[config.mk]
export PLATFORM = sky130hd
export DESIGN_NAME = adc_pair_demux
export DESIGN_NICKNAME = d
export VERILOG_FILES = /design/src/rtl/adc_pair_demux.sv
export SDC_FILE = /design/constraint.sdc
export NUM_CORES = 1
export LEC_CHECK = 0
export CORE_AREA = 2 2 153 155
export CTS_BUF_LIST = sky130_fd_sc_hd__clkbuf_8
export DETAILED_ROUTE_END_ITERATION = 8
export DIE_AREA = 0 0 155 157
export DONT_BUFFER_PORTS = 1
export GPL_TIMING_DRIVEN = 0
export RECOVER_POWER = 100
export SETUP_SLACK_MARGIN = 0.05
export SLEW_MARGIN = 30
export SYNTH_ARGS = -nofsm -noshare
export SYNTH_HDL_FRONTEND = slang
export SYNTH_SLANG_ARGS = --single-unit
[constraint.sdc]
create_clock -name clk -period 8.6 [get_ports clk]
set_input_delay 2.58 -clock clk [delete_from_list [all_inputs] [get_ports clk]]
set_output_delay 2.58 -clock clk [all_outputs]
set_load 0.01 [all_outputs]
[src/rtl/adc_pair_demux.sv]
module adc_pair_demux #(
  parameter int W = 14,
  parameter int DEPTH = 8,
  localparam int AW = (DEPTH > 1) ? $clog2(DEPTH) : 1,
  localparam int CW = $clog2(DEPTH + 1)
) (
  input  logic          clk,
  input  logic          rst,
  input  logic          in_valid,
  input  logic [W-1:0]  in_word,
  input  logic          resync,
  input  logic          rd0_en,
  output logic [W-1:0]  rd0_data,
  output logic          full0,
  output logic          empty0,
  output logic [CW-1:0] count0,
  output logic          ovf0,
  input  logic          rd1_en,
  output logic [W-1:0]  rd1_data,
  output logic          full1,
  output logic          empty1,
  output logic [CW-1:0] count1,
  output logic          ovf1
);

  logic          phase, pair_ok, cur;
  logic [1:0]    wr, rd, full, empty, ovf, rd_req;
  logic [CW-1:0] cnt  [2];
  logic [AW-1:0] wp   [2];
  logic [AW-1:0] rp   [2];
  logic [W-1:0]  rdat [2];
  logic [W-1:0]  mem  [2][DEPTH];

  assign cur    = resync ? 1'b0 : phase;
  assign rd_req = {rd1_en, rd0_en};
  assign wr[0]  = in_valid & ~cur & ~full[0];
  assign wr[1]  = in_valid &  cur & ~full[1] & pair_ok;
  assign rd     = rd_req & ~empty;

  always_ff @(posedge clk) begin
    if (rst) begin
      phase   <= 1'b0;
      pair_ok <= 1'b0;
    end else if (in_valid) begin
      phase   <= ~cur;
      pair_ok <= ~cur & wr[0];
    end else if (resync) begin
      phase   <= 1'b0;
    end
  end

  for (genvar c = 0; c < 2; c++) begin : g_ch
    assign full[c]  = (cnt[c] == CW'(DEPTH));
    assign empty[c] = (cnt[c] == '0);

    always_ff @(posedge clk) begin
      if (wr[c]) mem[c][wp[c]] <= in_word;
    end

    always_ff @(posedge clk) begin
      if (rst) begin
        wp[c]   <= '0;
        rp[c]   <= '0;
        cnt[c]  <= '0;
        ovf[c]  <= 1'b0;
        rdat[c] <= '0;
      end else begin
        if (wr[c]) wp[c] <= (wp[c] == AW'(DEPTH - 1)) ? '0 : wp[c] + 1'b1;
        if (rd[c]) begin
          rdat[c] <= mem[c][rp[c]];
          rp[c]   <= (rp[c] == AW'(DEPTH - 1)) ? '0 : rp[c] + 1'b1;
        end
        cnt[c] <= cnt[c] + CW'(wr[c]) - CW'(rd[c]);
        if (in_valid && (cur == 1'(c)) && full[c]) ovf[c] <= 1'b1;
      end
    end

    p_count_bound_r5: assert property (@(posedge clk) disable iff (rst)
      cnt[c] <= CW'(DEPTH));
    p_full_holds_r7: assert property (@(posedge clk) disable iff (rst)
      full[c] && !rd_req[c] |=> full[c]);
    p_ovf_sticky_r7: assert property (@(posedge clk) disable iff (rst)
      ovf[c] |=> ovf[c]);
    p_empty_read_r4: assert property (@(posedge clk) disable iff (rst)
      empty[c] && !wr[c] |=> empty[c]);
  end

  p_phase_alt_r2: assert property (@(posedge clk) disable iff (rst)
    in_valid && !resync && !phase |=> phase);
  p_resync_r9: assert property (@(posedge clk) disable iff (rst)
    in_valid && resync |=> phase);

  assign rd0_data = rdat[0];
  assign rd1_data = rdat[1];
  assign full0    = full[0];
  assign full1    = full[1];
  assign empty0   = empty[0];
  assign empty1   = empty[1];
  assign count0   = cnt[0];
  assign count1   = cnt[1];
  assign ovf0     = ovf[0];
  assign ovf1     = ovf[1];

endmodule

==> results.py <==
metrics = {
    "setup_path": {
        "arrival_ns": 1.98,
        "critPathMaxStageDelay_ns": 0.83,
        "r2r_end": "cnt[1][3]",
        "rrSetupSlack_ns": 5.69,
        "cp_slowest_cell": "nor3b_1",
        "rr_worst_depth": 10,
        "cp_cell_sequence": "inv_1, ha_1, nor3b_1",
        "path_buf_inv": 1,
        "crit_type": "reg2out",
        "r2r_start": "cnt[1][2]",
        "cp_data_required_time_ns": 6.02,
        "crit_start": "cnt[1][2]",
        "crit_family": "simple AND/OR/NAND/NOR gates",
        "crit_fanout": 6,
        "endpoint_kind": "output port",
        "setup.worst_path.start_class": "flip-flop",
    },
    "place": {
        "dp_hpwl_um": 13490,
        "place_area_um2": 11410,
        "gp_congestion": 0.7040,
        "io_buffers": 0,
        "dp_slack_ns": 4.006,
    },
    "detailed_routing": {
        "drtAntennaViolNets": 0,
        "drcViolationCount": 0,
        "drt_iter0_markers": 284,
        "post_drt_via_cell_ratio": 5.600,
        "vias": 4995,
        "drt_first_pass_iters": 4,
        "routed_wl_um": 20160,
        "wl_per_cell_um": 22.60,
    },
    "layout": {
        "syn_to_final_growth_pct": 11.27,
        "final_area_um2": 12010,
        "nNetsFinal": 619,
        "drive_gt1_share_pct": 19.11,
        "antenna_cells": 0,
    },
    "clocking": {
        "cts_max_level": 2,
        "clock_path_buffers": 3,
        "clock_latency_ns": 0.53,
        "ctsResizeCount": 0,
        "cts_hold_buffers": 0,
        "cts_tree": "done",
        "post_cts_buffers": 0,
        "cts-root-buf": "clkbuf_8",
        "numCtsBuffers": 45,
        "cts.sinks": 276,
        "cts.reportedPaths.clkPinSlew_ns": 0.06,
    },
    "floorplanning": {
        "io_pins": 62,
        "die_w_um": 155,
        "fp.coreArea_um2": 22500,
        "dieArea_um2": 24340,
        "row_count": 55,
        "die_h_um": 157,
        "start_util_pct": 47.95,
    },
    "logic_synthesis": {
        "syn_nets": 550,
        "mappedNetlistArea_um2": 10790,
        "synth_cells": 506,
        "yosysTopAreaCell": "edfxtp_1",
        "syn_avg_cell_area_um2": 21.32,
        "synthTopCellsByArea": "edfxtp_1, mux4_2, mux4_1, ha_1, a22o_1",
        "synthArstFlopShare_pct": 0,
        "synthTopCellsByCount": "edfxtp_1, mux4_2, a22o_1, ha_1, nor2_1",
        "synth_edf_count": 264,
        "ys.flop_type": "edfxtp_1",
        "yosysWarnings": 0,
        "yosysMostFrequentCell": "edfxtp_1",
        "synth-seq-cells": 276,
        "synth.distinct_cells": 37,
        "synth_top_area_share_pct": 73.48,
        "ys_seq_area_share_pct": 75.70,
    },
    "worst_hold_path": {
        "hp-class": "reg2reg",
        "whs_path_depth": 2,
        "worstHoldEndpoint": "pair_ok",
        "hp-start": "pair_ok",
    },
    "power_and_ir_drop": {
        "peakVddDrop_mv": 0.1341,
        "p_leak_nw": 4.033,
        "power_density_nw_per_um2": 272.7,
    },
    "sta": {
        "rsz0062_at_grt": "no",
        "drv_slew": 0,
        "skew_ns": 0.01852,
        "setup-tns-final_ns": 0,
        "finalHoldViolCount": 0,
        "max_slew_margin_pct": 0.08499,
        "setup_violations": 0,
        "tightestPinTransition_ns": 1.493,
        "fmax_ghz": 0.2195,
        "finalCriticalPeriod_ns": 4.556,
        "layout_setup_ws_ns": 4.044,
        "fin_crit_sh_pct": 52.97,
    },
    "global_routing": {
        "grt_use_total_pct": 17.04,
        "grt_pass1_vias": 5369,
        "grt_pass1_wl_um": 30550,
        "grt-ovfl-total": 0,
        "grt_max_degree": 18,
        "antenna_found_initial": 0,
    },
    "status": {
        "status": "complete, but fails checks",
        "violations": "max-capacitance violations",
    },
    "run": {
        "drv_cap": 1,
    },
}
## flip-flops by register name (all words and copies together), names as in the netlist
name / cells
rp: 6
phase: 1
ovf1: 1
cnt: 8
ovf0: 1
wp: 6
mem: 224
pair_ok: 1
rdat: 28
## worst min-delay path, delay by kind of cell, from the launching register on
kind | cells | cell delay [ns]
flops | 1 | 0.30
simple gates | 1 | 0.06
compound gates | 1 | 0.06
## report_power, final
group | leakage (nW) | internal [mW] | switching [mW] | total, mW
clock | 0.466 | 0.557 | 0.486 | 1.04
sequential | 2.55 | 1.60 | 0.0792 | 1.68
combinational | 1.02 | 0.264 | 0.288 | 0.552
total | 4.03 | 2.42 | 0.853 | 3.27
## per-layer routing
| layer | up-vias | global-route usage (%) | part of all wire (%) |
|---|---|---|---|
| li1 | 2240 | - | - |
| met1 | 2570 | 22.14 | 42 |
| met2 | 156 | 28.61 | 50 |
| met3 | 29 | 4.488 | 6.7 |
| met4 | 0 | 4.894 | 1.7 |
| met5 | - | 0 | 0 |
## metrics by stage
step / cells / hold WS (ns) / power (mW) / util, %
3_5_place_dp: 813 / 0.4755 / 2.298 / 50.69
5_1_grt: 892 / 0.5255 / 3.433 / 53.35
2_1_floorplan: 506 / 0.4449 / 2.141 / -
3_3_place_gp: 791 / 0.4581 / 2.265 / 49.53
6_report: 892 / 0.4800 / 3.274 / 53.35
4_1_cts: 892 / 0.4835 / 3.342 / 54.35
## cell usage in the layout, fill, tap and decap left out, types with 2 or more instances in the layout
cell type and count:
edfxtp_1 264, clkbuf_8 46, mux4_2 42, inv_1 29, a22o_1 28, clkbuf_1 26, ha_1 22, nor2_1 19
mux4_1 14, clkinv_1 13, dfxtp_1 12, buf_2 9, nor3_1 9, nand2b_1 9, and2_0 6, nor2b_1 6
clkinv_2 6, a21oi_1 5, nor4_1 4, nor3b_1 4, nand2_1 3, or2_0 3, nor3_2 2, buf_6 2
buf_12 2, xor2_1 2, nor4b_1 2, a21o_1 2, mux2_2 2, and3_1 2, nand3_1 2, fa_1 2
bufinv_16 2
## worst max-delay path by stage
| stage | to | cells past startpoint |
|---|---|---|
| final | empty1 | 3 |
| after detailed placement | mem[0][189] | 6 |
| after global placement | mem[0][105] | 4 |
| after CTS | full0 | 4 |
| after floorplan | mem[0][100] | 4 |
| after global routing | empty1 | 3 |
## cell type report
| cell class | count | area, µm² |
|---|---|---|
| buffer | 18 | 130.1 |
| tap | 285 | 356.6 |
| clock buffer | 46 | 633.1 |
| sequential | 276 | 8168 |
| clock inverter | 33 | 188.9 |
| multi-input combinational | 194 | 2379 |
| inverter | 18 | 67.56 |
| timing repair buffer | 22 | 82.58 |
| fill | 1739 | 10500 |
## cell families (layout without fill, tap and decap cells)
kind of cell | after synthesis | in the layout | share of synthesized area [%]
buf+inv | 36 | 137 | 1.879
compound gates | 35 | 35 | 2.644
flops | 276 | 276 | 75.70
simple gates | 75 | 75 | 4.303
fa+ha+maj | 24 | 24 | 2.922
mux | 58 | 58 | 12.39
xor+xnor | 2 | 2 | 0.1624
Note: power is estimated with default switching activity, not from simulation.
